$ cat config.mk
export PLATFORM = sky130hd
export DESIGN_NAME = awd_monitor
export DESIGN_NICKNAME = d
export VERILOG_FILES = /design/src/rtl/awd_pkg.sv /design/src/rtl/awd_cfg_bank.sv /design/src/rtl/awd_cmp.sv /design/src/rtl/awd_flag_fsm.sv /design/src/rtl/awd_monitor.sv
export SDC_FILE = /design/constraint.sdc
export NUM_CORES = 1
export LEC_CHECK = 0
export BUFFER_PORTS_ARGS = -buffer_cell sky130_fd_sc_hd__buf_4
export CELL_PAD_IN_SITES_DETAIL_PLACEMENT = 0
export CELL_PAD_IN_SITES_GLOBAL_PLACEMENT = 1
export CORE_UTILIZATION = 49
export CTS_BUF_LIST = sky130_fd_sc_hd__clkbuf_4 sky130_fd_sc_hd__clkbuf_8
export CTS_CLUSTER_DIAMETER = 40
export DETAILED_ROUTE_END_ITERATION = 10
export HOLD_SLACK_MARGIN = 0.05
export MAX_ROUTING_LAYER = met4
export PLACE_DENSITY_LB_ADDON = 0.08
export SLEW_MARGIN = 40
export SYNTH_ARGS = -nofsm -noshare
export SYNTH_HDL_FRONTEND = slang
export SYNTH_HIERARCHICAL = 1
export SYNTH_SLANG_ARGS = --single-unit
$ cat constraint.sdc
create_clock -name clk -period 2.59 [get_ports clk]
set_clock_uncertainty 0.1 [all_clocks]
set_input_delay 0.259 -clock clk [delete_from_list [all_inputs] [get_ports clk]]
set_output_delay 0.259 -clock clk [all_outputs]
set_load 0.02 [all_outputs]
$ cat src/rtl/awd_pkg.sv
package awd_pkg;

    // Flag-pair state of one threshold set: bit0 = low flag, bit1 = high flag
    typedef enum logic [1:0] {
        WD_CLEAR = 2'b00,
        WD_LOW   = 2'b01,
        WD_HIGH  = 2'b10,
        WD_BOTH  = 2'b11
    } wd_state_e;

    function automatic wd_state_e wd_pack(input logic lo, input logic hi);
        return wd_state_e'({hi, lo});
    endfunction

endpackage

$ cat src/rtl/awd_cfg_bank.sv
module awd_cfg_bank #(
    parameter int N_SETS = 4,
    parameter int RES_W  = 10,
    parameter int CH_W   = 5,
    parameter int IDX_W  = 2
) (
    input  logic                          clk,
    input  logic                          rst_n,
    input  logic                          cfg_we,
    input  logic [IDX_W-1:0]              cfg_idx,
    input  logic [RES_W-1:0]              cfg_lo,
    input  logic [RES_W-1:0]              cfg_hi,
    input  logic [CH_W-1:0]               cfg_chan,
    input  logic                          cfg_en,
    output logic [N_SETS-1:0][RES_W-1:0]  lo_thr,
    output logic [N_SETS-1:0][RES_W-1:0]  hi_thr,
    output logic [N_SETS-1:0][CH_W-1:0]   sel_chan,
    output logic [N_SETS-1:0]             set_en
);

    for (genvar g = 0; g < N_SETS; g++) begin : g_set
        // Whole set is written in one cycle so rebinding is atomic
        always_ff @(posedge clk or negedge rst_n) begin
            if (!rst_n) begin
                lo_thr[g]   <= '0;
                hi_thr[g]   <= '1;
                sel_chan[g] <= '0;
                set_en[g]   <= 1'b0;
            end else if (cfg_we && (cfg_idx == IDX_W'(g))) begin
                lo_thr[g]   <= cfg_lo;
                hi_thr[g]   <= cfg_hi;
                sel_chan[g] <= cfg_chan;
                set_en[g]   <= cfg_en;
            end
        end
    end

endmodule

$ cat src/rtl/awd_cmp.sv
module awd_cmp #(
    parameter int RES_W = 10,
    parameter int CH_W  = 5
) (
    input  logic             conv_done,
    input  logic [CH_W-1:0]  conv_chan,
    input  logic [RES_W-1:0] conv_data,
    input  logic [RES_W-1:0] lo_thr,
    input  logic [RES_W-1:0] hi_thr,
    input  logic [CH_W-1:0]  sel_chan,
    input  logic             set_en,
    output logic             hit_lo,
    output logic             hit_hi
);

    logic match;
    logic below;
    logic above;

    always_comb begin
        match  = conv_done && set_en && (conv_chan == sel_chan);
        below  = conv_data < lo_thr;
        above  = conv_data > hi_thr;
        // Low side resolved first: a low hit suppresses the high test
        hit_lo = match && below;
        hit_hi = match && !below && above;
    end

endmodule

$ cat src/rtl/awd_flag_fsm.sv
module awd_flag_fsm
    import awd_pkg::*;
(
    input  logic clk,
    input  logic rst_n,
    input  logic hit_lo,
    input  logic hit_hi,
    input  logic clr_lo,
    input  logic clr_hi,
    output logic flag_lo,
    output logic flag_hi
);

    wd_state_e state_q;
    wd_state_e state_d;

    always_ff @(posedge clk or negedge rst_n) begin
        if (!rst_n) begin
            state_q <= WD_CLEAR;
        end else begin
            state_q <= state_d;
        end
    end

    // Next state: a hit on the same edge as a clear keeps the flag
    always_comb begin
        unique case (state_q)
            WD_CLEAR: state_d = wd_pack(hit_lo, hit_hi);
            WD_LOW:   state_d = wd_pack(!clr_lo || hit_lo, hit_hi);
            WD_HIGH:  state_d = wd_pack(hit_lo, !clr_hi || hit_hi);
            WD_BOTH:  state_d = wd_pack(!clr_lo || hit_lo, !clr_hi || hit_hi);
            default:  state_d = WD_CLEAR;
        endcase
    end

    always_comb begin
        flag_lo = (state_q == WD_LOW)  || (state_q == WD_BOTH);
        flag_hi = (state_q == WD_HIGH) || (state_q == WD_BOTH);
    end

endmodule

$ cat src/rtl/awd_monitor.sv
module awd_monitor #(
    parameter int N_SETS = 4,
    parameter int RES_W  = 10,
    parameter int CH_W   = 5,
    localparam int IDX_W = (N_SETS > 1) ? $clog2(N_SETS) : 1
) (
    input  logic              clk,
    input  logic              rst_n,
    input  logic              conv_done,
    input  logic [CH_W-1:0]   conv_chan,
    input  logic [RES_W-1:0]  conv_data,
    input  logic              cfg_we,
    input  logic [IDX_W-1:0]  cfg_idx,
    input  logic [RES_W-1:0]  cfg_lo,
    input  logic [RES_W-1:0]  cfg_hi,
    input  logic [CH_W-1:0]   cfg_chan,
    input  logic              cfg_en,
    input  logic [N_SETS-1:0] clr_lo,
    input  logic [N_SETS-1:0] clr_hi,
    input  logic [N_SETS-1:0] mask_lo,
    input  logic [N_SETS-1:0] mask_hi,
    output logic [N_SETS-1:0] flag_lo,
    output logic [N_SETS-1:0] flag_hi,
    output logic [N_SETS-1:0] irq_lo,
    output logic [N_SETS-1:0] irq_hi,
    output logic              irq_any
);

    logic [N_SETS-1:0][RES_W-1:0] lo_thr;
    logic [N_SETS-1:0][RES_W-1:0] hi_thr;
    logic [N_SETS-1:0][CH_W-1:0]  sel_chan;
    logic [N_SETS-1:0]            set_en;
    logic [N_SETS-1:0]            hit_lo;
    logic [N_SETS-1:0]            hit_hi;

    awd_cfg_bank #(
        .N_SETS (N_SETS),
        .RES_W  (RES_W),
        .CH_W   (CH_W),
        .IDX_W  (IDX_W)
    ) u_cfg (
        .clk      (clk),
        .rst_n    (rst_n),
        .cfg_we   (cfg_we),
        .cfg_idx  (cfg_idx),
        .cfg_lo   (cfg_lo),
        .cfg_hi   (cfg_hi),
        .cfg_chan (cfg_chan),
        .cfg_en   (cfg_en),
        .lo_thr   (lo_thr),
        .hi_thr   (hi_thr),
        .sel_chan (sel_chan),
        .set_en   (set_en)
    );

    for (genvar s = 0; s < N_SETS; s++) begin : g_wd
        awd_cmp #(
            .RES_W (RES_W),
            .CH_W  (CH_W)
        ) u_cmp (
            .conv_done (conv_done),
            .conv_chan (conv_chan),
            .conv_data (conv_data),
            .lo_thr    (lo_thr[s]),
            .hi_thr    (hi_thr[s]),
            .sel_chan  (sel_chan[s]),
            .set_en    (set_en[s]),
            .hit_lo    (hit_lo[s]),
            .hit_hi    (hit_hi[s])
        );

        awd_flag_fsm u_fsm (
            .clk     (clk),
            .rst_n   (rst_n),
            .hit_lo  (hit_lo[s]),
            .hit_hi  (hit_hi[s]),
            .clr_lo  (clr_lo[s]),
            .clr_hi  (clr_hi[s]),
            .flag_lo (flag_lo[s]),
            .flag_hi (flag_hi[s])
        );
    end

    always_comb begin
        irq_lo  = flag_lo & mask_lo;
        irq_hi  = flag_hi & mask_hi;
        irq_any = |{irq_lo, irq_hi};
    end

endmodule

Word level (Yosys, flattened, before mapping)
Cells that the tools add are included.
{"block": "word_totals", "register_bits": 112, "wordCells": 111, "in_bits": 63}
{"block": "op_classes", "bitwise": 2, "reduce_logical": 58, "n_mux": 4, "n_eq_ne": 19, "n_lt_le_gt_ge": 8}
{"cell": "10-bit greater-than comparator", "count": 4}
{"cell": "10-bit less-than comparator", "count": 4}
{"cell": "2-bit one-hot mux with 4 select lines", "count": 4}
{"cell": "1-bit logical AND", "count": 24}
{"cell": "2-bit equality test, second input constant", "count": 10}
{"cell": "5-bit equality test", "count": 4}
{"cell": "1-bit logical OR", "count": 16}
{"cell": "1-bit zero test", "count": 12}
{"cell": "2-bit by 1-bit equality test with 1-bit output, second input constant", "count": 5}
{"cell": "2-bit zero test", "count": 5}
{"cell": "4-bit AND", "count": 2}
{"cell": "8-bit OR reduction", "count": 1}

Logic depth before layout (Yosys ltp)
{"block": "depth", "depth_word": 6, "ltp_mapped": 8, "depth_no_buf": 8}

Hierarchy
Netlist, hierarchy kept.
{"mod": "awd_cfg_bank", "cells_per_inst": 220, "n_inst": 1, "area_per_inst_um2": 3952.5}
{"mod": "awd_cmp at g_wd[0].u_cmp ...", "cells_per_inst": 74, "n_inst": 3, "area_per_inst_um2": 573.0}
{"mod": "awd_cmp at g_wd[1].u_cmp", "cells_per_inst": 74, "n_inst": 1, "area_per_inst_um2": 545.5}
{"mod": "awd_flag_fsm", "cells_per_inst": 8, "n_inst": 4, "area_per_inst_um2": 80.1}
{"mod": "awd_monitor", "cells_per_inst": 11, "n_inst": 1, "area_per_inst_um2": 73.8}

Worst setup path after synthesis
No wires, ideal clock.
{"block": "synth_path", "kind": "reg2out", "start": "register g_wd[0].u_fsm.state_q[0]", "end": "output irq_any", "stages_incl_launch_ff": 5, "path_slack_ns": 0.359, "required_time_ns": 2.231, "path_buffers": 1, "arrival_time_ns": 1.872, "path_cell_list": "dfrtp_1 > clkbuf_1 > and2_1 > or4_1 > or4_1"}
{"block": "synth_between", "elab_chain_len": 4}
{"element": "start, declared", "line_no": "awd_flag_fsm.sv:14", "source": "wd_state_e state_q;"}
{"element": "start signal, assigned", "line_no": "awd_flag_fsm.sv:21", "source": "state_q <= state_d;"}
{"element": "2-bit by 1-bit equality test with 1-bit output / 2-bit equality test (equally long branches)", "line_no": "awd_flag_fsm.sv:37", "source": "flag_lo = (state_q == WD_LOW) || (state_q == WD_BOTH);"}
{"element": "1-bit logical OR *", "line_no": "awd_flag_fsm.sv:37"}
{"element": "named net flag_lo[0]", "line_no": "awd_monitor.sv:22", "source": "output logic [N_SETS-1:0] flag_lo,"}
{"element": "4-bit AND *", "line_no": "awd_monitor.sv:85", "source": "irq_lo = flag_lo & mask_lo;"}
{"element": "named net irq_lo[0]", "line_no": "awd_monitor.sv:24", "source": "output logic [N_SETS-1:0] irq_lo,"}
{"element": "8-bit OR reduction *", "line_no": "awd_monitor.sv:87", "source": "irq_any = |{irq_lo, irq_hi};"}
{"element": "end, declared", "line_no": "awd_monitor.sv:26", "source": "output logic irq_any"}
Mark *: on every way through the listed nets, which the timed path passes. The rest lies on a longest branch.

Final worst setup path
{"block": "layout_path", "start": "register g_wd[3].u_fsm.state_q[0]", "end": "output irq_any"}
{"block": "layout_between", "elab_chain_len": 4}
{"element": "start, declared", "line_no": "awd_flag_fsm.sv:14"}
{"element": "start signal, assigned", "line_no": "awd_flag_fsm.sv:21"}
{"element": "2-bit by 1-bit equality test with 1-bit output, or another cell as far along", "line_no": "awd_flag_fsm.sv:37"}
{"element": "1-bit logical OR (on tied branches)", "line_no": "awd_flag_fsm.sv:37, awd_flag_fsm.sv:38"}
{"element": "4-bit AND (on tied branches)", "line_no": "awd_monitor.sv:85, awd_monitor.sv:86"}
{"element": "8-bit OR reduction *", "line_no": "awd_monitor.sv:87"}
Mark *: on every way between the ends. The rest lies on a longest branch, timed or not.

==> flow_summary.ini <==
[final_layout]
multiInputGateArea_sq_um = 3320
design_area_sq_um = 7860
antennaDiodeCount = 0
fillers = 1129
seq_area_sq_um = 2850
final_cell_count_no_fill = 849
areaGrowthSynthToFinish_pct = 18.9
nets = 807
drive_gt1_share_pct = 38.8

[detailed_routing]
drt_iter0_markers = 118
vias = 4419
ant_nets = 0
wire_per_inst_um = 17.4
viasPerCell = 5.20
wirelength_mm = 14.8
drc = 1
first_pass_iters = 7

[grt]
antenna_found_initial = 0
grt_pass1_vias = 4881
grt_start_max_net_pins = 47
overflow = 0
track_usage_pct = 23.7
grt_pass1_wl_mm = 24.6

[flow_run]
cap_viol_max_count = 0

[floorplan]
die_x_um = 118
pin_count = 80
fp-row-count = 42
core_region_area_sq_um = 13200
die_area_sq_um = 14000
start_util_pct = 50.1
die_height_um = 118

[worst_setup_path]
cp-end-kind = output pin
path_class = flop to output pin
worstPathMaxFanout = 3
rrSetupSlack_ps = 550
critPathArrivalTime_ps = 2110
required_ps = 2230
startpoint_type = flop

[cts]
cts.sinks = 112
clkTransAtPathRegs_ps = 110
cts_root_buf = clkbuf_8
cts_tree = built
clk_latency_ps = 380
numCtsBuffers = 9
cts_resized = 0
post-cts-setup-buffers = 0
cts_buffer_depth = 2
htree_levels = 3

[power]
ir_drop_mv = 0.276
p_sw_share_pct = 29.9
power_frac_comb_pct = 28.3
p_int_uw = 3320
seqPwrFrac_pct = 48.9
p_clk_share_pct = 22.9
p_sw_uw = 1420
power.leakage_uw = 0.00392
p_per_area_nw_per_um2 = 602

[yosys]
synth.distinct_cells = 44
synth-seq-cells = 112
syn_area_per_cell_sq_um = 11.8
synth_cells = 559
synth_area_sq_um = 6610
seq_area_frac_synth_pct = 43.1
synth_warnings = 6
syn_nets = 698

[timing]
setup_viol = 0
min_period_over_period_pct = 95.1
fmax_ghz = 0.406
max_slew_margin_pct = 57.9
tns_ps = 0
final.setup.worst_slack_ps = 126
layout_min_cycle_time_ps = 2460
tightestPinTransition_ps = 632
maxSlewViolCount = 0
hold_viol_final = 0
grt_setup_unrepaired = no

[place]
portBuffers = 79
place_area_sq_um = 7380
dp_hpwl_mm = 11.1
place.gp.congestion = 0.811
pre_cts_ws_ps = 520
placedCellCount = 805

[run_status]
status = finished with violations
violations = design-rule violations

[worst_hold_path]
hp-class = input port to flop
[metal layers]
| metal | wire (um) | up-vias | GRT usage (%) |
|---|---|---|---|
| met5 | 0 | - | - |
| met1 | 6980 | 2158 | 30.1 |
| met2 | 7010 | 85 | 38.8 |
| met4 | 347 | 0 | 8.97 |
| li1 | - | 2153 | - |
| met3 | 472 | 23 | 2.85 |
[through the flow]
stage	util, %	hold WS [ps]	power [uW]
2_1_floorplan	-	-137	3210
3_3_place_gp	56.0	212	3600
3_5_place_dp	56.0	218	3660
6_report	59.6	76.4	4740
5_1_grt	59.6	72.7	5060
4_1_cts	59.6	59.7	4790
[cell families after synthesis]
family	after synthesis	synth area share, %
buf+inv	105	6.68
compound gates	73	8.57
xor+xnor	20	2.65
mux	104	17.7
simple gates	69	6.85
flops	112	43.1
fa+ha+maj	76	14.4
[cells in the final DEF, fill, tap and decap left out, types with 3 or more instances in the layout]
cell           instances
nand2b_1               4
o21ai_0                4
xor2_1                16
nand2_1                8
nor4_2                 3
ha_1                  76
and2b_1                3
a21boi_0               4
inv_1                 89
and4_1                 5
nand3_1                7
o21bai_1               9
and2_1                 7
nor3_1                 3
nand4_1               14
xnor2_1                4
a2111oi_4              3
a211oi_1               3
dfrtp_1               72
dlygate4sd3_1         28
inv_4                  3
a2111oi_2              3
buf_4                 85
nor2_1                 5
clkbuf_8              10
dfstp_2               40
a21oi_1               23
a21o_1                17
mux2_2               103
[synth_stat cells (all sizes together)]
| master | count | share of area (%) |
|---|---|---|
| mux2 | 104 | 18 |
| inv | 89 | 5.1 |
| ha | 76 | 14 |
| dfrtp | 72 | 27 |
| dfstp | 40 | 16 |
| a21oi | 24 | 1.9 |
| a21o | 17 | 1.9 |
| xor2 | 16 | 2.1 |
| nand4 | 14 | 1.3 |
| o21bai | 9 | 1.0 |
| and2 | 8 | 0.79 |
| buf | 8 | 1.2 |
| clkbuf | 8 | 0.45 |
| nand2 | 8 | 0.45 |
| nand3 | 8 | 0.68 |
| a2111oi | 6 | 1.9 |
| and4 | 5 | 0.66 |
| nor2 | 5 | 0.28 |
| o21ai | 5 | 0.38 |
| a21boi | 4 | 0.45 |
| nand2b | 4 | 0.38 |
| nor4 | 4 | 0.66 |
| xnor2 | 4 | 0.53 |
| a211oi | 3 | 0.34 |
| and2b | 3 | 0.34 |
| nor3 | 3 | 0.23 |
| nand3b | 2 | 0.34 |
| or4 | 2 | 0.23 |
| a211o | 1 | 0.13 |
| a221o | 1 | 0.15 |
| a31oi | 1 | 0.095 |
| and3 | 1 | 0.095 |
| nor3b | 1 | 0.28 |
| o21a | 1 | 0.11 |
| o311a | 1 | 0.15 |
| or2 | 1 | 0.095 |
[repair_timing]
| action | in CTS | in global routing |
|---|---|---|
| setup endpoints to repair | 0 | 0 |
| hold buffers | 28 | 0 |
| endpoints found under the hold margin | 144 | 0 |
[layout make-up]
| cell class | count | area share [%] |
|---|---|---|
| clock buffers | 11 | 1.85 |
| clock inverters | 5 | 0.684 |
| inverters | 89 | 4.25 |
| multi-input cells | 342 | 42.2 |
| flip-flops and latches | 112 | 36.3 |
| well taps | 176 | 2.80 |
| repair buffers | 114 | 11.9 |
[state kept, by name, summed over array words and instances (netlist names)]
register,flops
u_cfg/lo_thr,40
u_cfg/hi_thr,40
g_wd.u_fsm/state_q,8
u_cfg/sel_chan,20
u_cfg/set_en,4
[path summary, 6_finish.rpt]
check,start,endpoint,cells past startpoint
max,g_wd[3].u_fsm/state_q[0],irq_any,4
min in group asynchronous,rst_n,u_cfg/lo_thr[20],2
min reg2reg,u_cfg/lo_thr[5],u_cfg/lo_thr[5],1
min,clr_hi[2],g_wd[2].u_fsm/state_q[1],3
max reg2reg,u_cfg/lo_thr[13],g_wd[1].u_fsm/state_q[1],8
max in group asynchronous,rst_n,u_cfg/hi_thr[1],3
[power groups by stage]
| stage | clock network (uW) | logic (uW) | registers, uW |
|---|---|---|---|
| after floorplan | 0 | 919 | 2290 |
| after global placement | 0 | 1270 | 2330 |
| after detailed placement | 0 | 1310 | 2350 |
| after CTS | 1120 | 1360 | 2320 |
| after global routing | 1180 | 1520 | 2360 |
| final | 1080 | 1340 | 2310 |
[critical path, cell delays in order, from the launching register on]
cell,delay (ps)
dfrtp_1,420
and2_4,170
or4_1,510
or4_1,470
buf_4,170
Power figures use the tool's default switching activity.
